**src/rtl/fw_window_remap.sv**
```systemverilog
module fw_window_remap #(
  parameter int HW = 16,
  localparam int AW = 2 * HW
) (
  input  logic          clk,
  input  logic          rst_n,
  input  logic          cfg_we,
  input  logic          cfg_sel,
  input  logic [AW-1:0] cfg_wdata,
  input  logic          req_valid,
  input  logic [AW-1:0] req_addr,
  output logic          rsp_valid,
  output logic          rsp_hit,
  output logic [AW-1:0] rsp_addr
);

  logic [AW-1:0] base_q, mask_q;

  logic [HW-1:0] dst_pg, src_pg, keep_m, pass_m, host_pg, xl_pg;
  logic          win_hit;

  assign dst_pg  = base_q[AW-1:HW];
  assign src_pg  = base_q[HW-1:0];
  assign keep_m  = mask_q[AW-1:HW];
  assign pass_m  = mask_q[HW-1:0];
  assign host_pg = req_addr[AW-1:HW];

  assign win_hit = ((host_pg ^ src_pg) & ~pass_m) == '0;
  assign xl_pg   = (dst_pg & keep_m) | (host_pg & pass_m);

  always_ff @(posedge clk) begin
    if (!rst_n) begin
      base_q <= '0;
      mask_q <= '0;
    end else if (cfg_we) begin
      if (cfg_sel) mask_q <= cfg_wdata;
      else         base_q <= cfg_wdata;
    end
  end

  always_ff @(posedge clk) begin
    if (!rst_n) begin
      rsp_valid <= 1'b0;
      rsp_hit   <= 1'b0;
      rsp_addr  <= '0;
    end else begin
      rsp_valid <= req_valid;
      if (req_valid) begin
        rsp_hit  <= win_hit;
        rsp_addr <= win_hit ? {xl_pg, req_addr[HW-1:0]} : '0;
      end
    end
  end

endmodule


```
**config.mk**
```make
export PLATFORM = sky130hd
export DESIGN_NAME = fw_window_remap
export DESIGN_NICKNAME = d
export VERILOG_FILES = /design/src/rtl/fw_window_remap.sv
export SDC_FILE = /design/constraint.sdc
export NUM_CORES = 1
export LEC_CHECK = 0
export ABC_AREA = 1
export BUFFER_PORTS_ARGS = -buffer_cell sky130_fd_sc_hd__buf_4
export CORE_MARGIN = 2
export CORE_UTILIZATION = 52
export CTS_CLUSTER_DIAMETER = 30
export DETAILED_ROUTE_END_ITERATION = 8
export GPL_TIMING_DRIVEN = 1
export PLACE_DENSITY = 0.79
export SYNTH_ARGS = -nofsm -noshare
export SYNTH_HDL_FRONTEND = slang
export SYNTH_SLANG_ARGS = --single-unit
```
**constraint.sdc**
```tcl
create_clock -name clk -period 1.4 [get_ports clk]
set_input_delay 0.14 -clock clk [delete_from_list [all_inputs] [get_ports clk]]
set_output_delay 0.14 -clock clk [all_outputs]
set_load 0.03 [all_outputs]
```
# ---- Word-level counts from Yosys, hierarchy flattened
# Index checks and enable logic that the tools add are counted.
dict set report classes {
  muxes 1
  bitwise_logic 7
  reduce_logical 3
}
# op n
set op_table {}
lappend op_table {{16-bit bitwise AND} 3}
lappend op_table {{32-bit two-way mux} 1}
lappend op_table {{16-bit logical NOT} 1}
lappend op_table {{16-bit NOT} 1}
lappend op_table {{16-bit OR} 1}
lappend op_table {{16-bit bitwise XOR} 1}
lappend op_table {{2-bit AND reduction} 2}
lappend op_table {{1-bit NOT} 1}
dict set report word_totals {
  ff_bits 98
  inputBits 69
  output_inout_bits 34
  elab_cells 16
}

# ---- Depth between registers and ports, before layout
dict set report depth {
  ltp_word 4
  mapped_depth 10
  mapped_depth_nobuf 9
}

# ---- Worst setup path after synthesis
# Ideal clock, no wire load.
dict set report synth_path {
  kind {register to register}
  startpoint {register base_q[15]}
  endpoint {register rsp_addr[2]}
  setup_time_ns 0.070
  arrival_time_ns 1.126
  t_required_ns 1.330
  slack_ns 0.203
  path_stages_with_launch 10
  path_buffers 1
  synth_period_minus_slack_ns 1.197
  cell_sequence {dfxtp_1 > nand2_1 > nand3_1 > nand2_1 > nor2_1 > nand2_1 > nor2_4 > buf_6 > nand3_1 > a21oi_1}
}
dict set report synth_between {
  elab_chain_len 4
}
# element line
set synth_rtl {}
lappend synth_rtl {{start, declared} 17} ;# logic [AW-1:0] base_q, mask_q;
lappend synth_rtl {{start signal, assigned} 37} ;# else base_q <= cfg_wdata;
lappend synth_rtl {{16-bit bitwise XOR} 28} ;# assign win_hit = ((host_pg ^ src_pg) & ~pass_m) == '0;
lappend synth_rtl {{16-bit bitwise AND} 28}
lappend synth_rtl {{16-bit logical NOT} 28}
lappend synth_rtl {{32-bit two-way mux} 50} ;# rsp_addr <= win_hit ? {xl_pg, req_addr[HW-1:0]} : '0;
lappend synth_rtl {{end signal, assigned} 50}
lappend synth_rtl {{end, declared} 14} ;# output logic [AW-1:0] rsp_addr
# Every way passes these cells.
# A chain may end at the register's enable or synchronous reset.

# ---- Worst setup path in the final report
dict set report layout_path {
  startpoint {register base_q[9]}
  endpoint {register rsp_addr[17]}
}
# The elaborated chain is that of the path after synthesis.

==> flow_metrics.tcl <==
set metrics [dict create \
    status "complete, but fails checks" \
    violations "setup timing" \
    finalCritPeriodShare_pct 104.2 \
    syn_inst 533 \
    critPathSlowestCell "dfxtp_2" \
    fin_nets 705 \
    switchingPower_mw 1.442 \
    grt_use_total_pct 23.59 \
    ys_types 19 \
    critical_path.cell_chain "inv_2 -> nand2_1 -> nand3_1 -> nand2_1 -> nor2_1 -> nand2_1 -> nor2_4 -> buf_12 -> buf_6 -> nand3_1 -> a21oi_2" \
    insertion_delay_ns 0.36 \
    maxSlewViolCount 0 \
    setup_viol 19 \
    vias 3792 \
    fin_skew_ns 0.01378 \
    clock.fmax_ghz 0.6856 \
    swShare_pct 27.15 \
    clock_sinks 98 \
    die_area_mm2 0.008236 \
    wl_per_cell_um 13.46 \
    yosys.area.top_type "dfxtp_1" \
    port-buffer-count 102 \
    maxSlewHeadroom_pct 74.23 \
    dp_hpwl_um 6766 \
    place_ws_ns 0.02003 \
    hold_class "in -> reg" \
    whs_ns 0.01162 \
    overflow 0 \
    fin_cells 740 \
    synth.avg_cell_area_um2 7.343 \
    path_class "reg -> reg" \
    design.core.area_mm2 0.007253 \
    rsz0062_at_grt "true" \
    grt_use_met2_pct 38.25 \
    ys_ff_latch 98 \
    ant_nets 0 \
    io_pins 103 \
    cts-root-buf "clkbuf_8" \
    path_clk_slew_ns 0.10 \
    diodes 0 \
    synth_area_mm2 0.003914 \
    grt_pass1_vias 3483 \
    final-hold-violation-count 0 \
    fp.dieH_um 90.76 \
    synth_top_area_share_pct 50.13 \
    seqPwrFrac_pct 55.9 \
    post-place-cells 715 \
    worst_slack_ns -0.05852 \
    leakage_nw 2.186 \
    totalWireLength_um 9958 \
    met3_usage_pct 4.007 \
    ys_seq_area_share_pct 50.13 \
    critPathLaunchType "flip-flop" \
    antenna_found_initial 0 \
    critical_path_buf_inv_count 3 \
    rrSetupSlack_ns -0.06 \
    grt_first_pass_wirelength_um 15930 \
    combPwrFrac_pct 12.9 \
    cp-startpoint "base_q[9]" \
    cp.arrival_ns 1.76 \
    top_usage_layer "met2" \
    powerDensity_mw_per_mm2 1018 \
    crit_top_cell "nand2_1" \
    cts_tree "done" \
    grt_max_degree 38 \
    max-vdd-ir-drop_mv 0.7848 \
    endpoint_kind "flip-flop" \
    area_delta_synth_final_pct 33.28 \
    die_w_um 90.76 \
    crit_fanout 5 \
    synthesis.nets 602 \
    r2r_start "base_q[9]" \
    rows 31 \
    maxCapViolCount 0 \
    hold_start "cfg_wdata[22]" \
    place.gp.congestion 0.8011 \
    drive_above_1_share_pct 28.55 \
    clock_power_share_pct 31.3 \
    drt_pre_antenna_iters 4 \
    max_stage_delay_ns 0.34 \
    crit_required_ns 1.70 \
    period_minus_slack_ns 1.459 \
    drt-initial-drc-count 182 \
    finalSetupTns_ns -0.4243 \
    fill_cells 594 \
    use_met1_pct 30.99 \
    numCtsBuffers 9 \
    route.detailed.drc 0 \
    clk_path_buf_depth 2 \
    worst_path_dominant_cell_family "simple AND/OR/NAND/NOR gates" \
    initial_core_util_pct 53.96 \
    p_int_mw 3.868 \
    yosys_warnings 0 \
    vias_per_cell 5.124 \
    htreeDepth 3 \
    synth_area_leaders "dfxtp_1 50%, a21oi_1 11%, o21ai_0 9.8%, nand2_1 8.2%, nand3_1 5.5%" \
    worstMarginPinSlew_ns 0.3825 \
]
[final timing paths]
kind,cells after the start,end
worst max-delay path,11,rsp_addr[17]
worst max register to register,11,rsp_addr[17]
worst min register to register,2,mask_q[16]
worst min-delay path,3,base_q[22]
[kinds of logic after synthesis]
logic type      Yosys count  synth area share, %
xor+xnor                  1               0.2238
flops                    98                50.13
buf+inv                  88                9.207
compound gates          168                21.68
simple gates            178                18.77
[power by group through the flow]
stage,registers [mW],logic (mW),clock network (mW)
2_1_floorplan,3.02,0.360,0
4_1_cts,2.96,0.658,1.69
6_report,2.97,0.683,1.66
5_1_grt,2.98,0.762,1.82
3_3_place_gp,3.02,0.632,0
3_5_place_dp,3.03,0.649,0
[stage by stage]
stage	utilization [%]	power [mW]	area (um2)
after floorplan	-	3.377	3914
after global placement	66.12	3.652	4796
after detailed placement	66.12	3.675	4796
after CTS	69.05	5.304	5009
after global routing	71.92	5.564	5216
final	71.92	5.309	5216
[layout by cell type (no fill, tap or decap), drive strengths merged]
cell type and count:
a22o 1, dfxtp 98, o22ai 3, clkinvlp 2, buf 123, nand3 43
inv 55, a21oi 86, clkbuf 9, o21ai 78, xnor2 1, nand2 85
nor2 50, dlygate4sd3 3, clkinv 4
[worst register-to-register path: stages (launching register included)]
cell and delay [ns]:
dfxtp_2 0.34, inv_2 0.05, nand2_1 0.04, nand3_1 0.06, nand2_1 0.08, nor2_1 0.11, nand2_1 0.10, nor2_4 0.15
buf_12 0.13, buf_6 0.12, nand3_1 0.09, a21oi_2 0.14
[cell usage after synthesis]
cell type	number
nand2_1	85
xnor2_1	1
nor2_4	1
clkbuf_1	24
nor2_2	2
dfxtp_1	98
buf_1	1
a21oi_1	86
o21ai_0	77
inv_1	52
clkbuf_2	1
o22ai_1	3
buf_2	5
nand3_1	43
buf_6	3
a22o_1	1
o21ai_1	1
nor2_1	47
inv_2	2
[layout make-up]
class	count	area, um2	area share (%)
clock buffers	9	123.9	2.375
clock inverters	7	55.05	1.055
inverters	54	202.7	3.886
multi-input cells	347	1714	32.86
flip-flops and latches	98	1969	37.75
well taps	99	123.9	2.375
repair buffers	126	1027	19.69
[registers in the layout (all words and copies together), names as in the netlist]
signal	cells
base_q	32
mask_q	32
rsp_addr	32
rsp_hit	1
rsp_valid	1
[what timing repair did]
item | in CTS | in global routing
pin swaps | 0 | 16
hold endpoints to repair | 3 | 0
cloned | 0 | 3
hold buffers | 3 | 0
setup endpoints to repair | 2 | 33
setup buffers | 0 | 3
gates resized for setup | 1 | 48
[routing by layer]
layer | up-vias | wire length (um)
met3 | 19 | 526
met4 | 0 | 192
met5 | - | 0
met2 | 110 | 4716
met1 | 1710 | 4523
li1 | 1953 | -
Note: power is estimated with default switching activity, not from simulation.
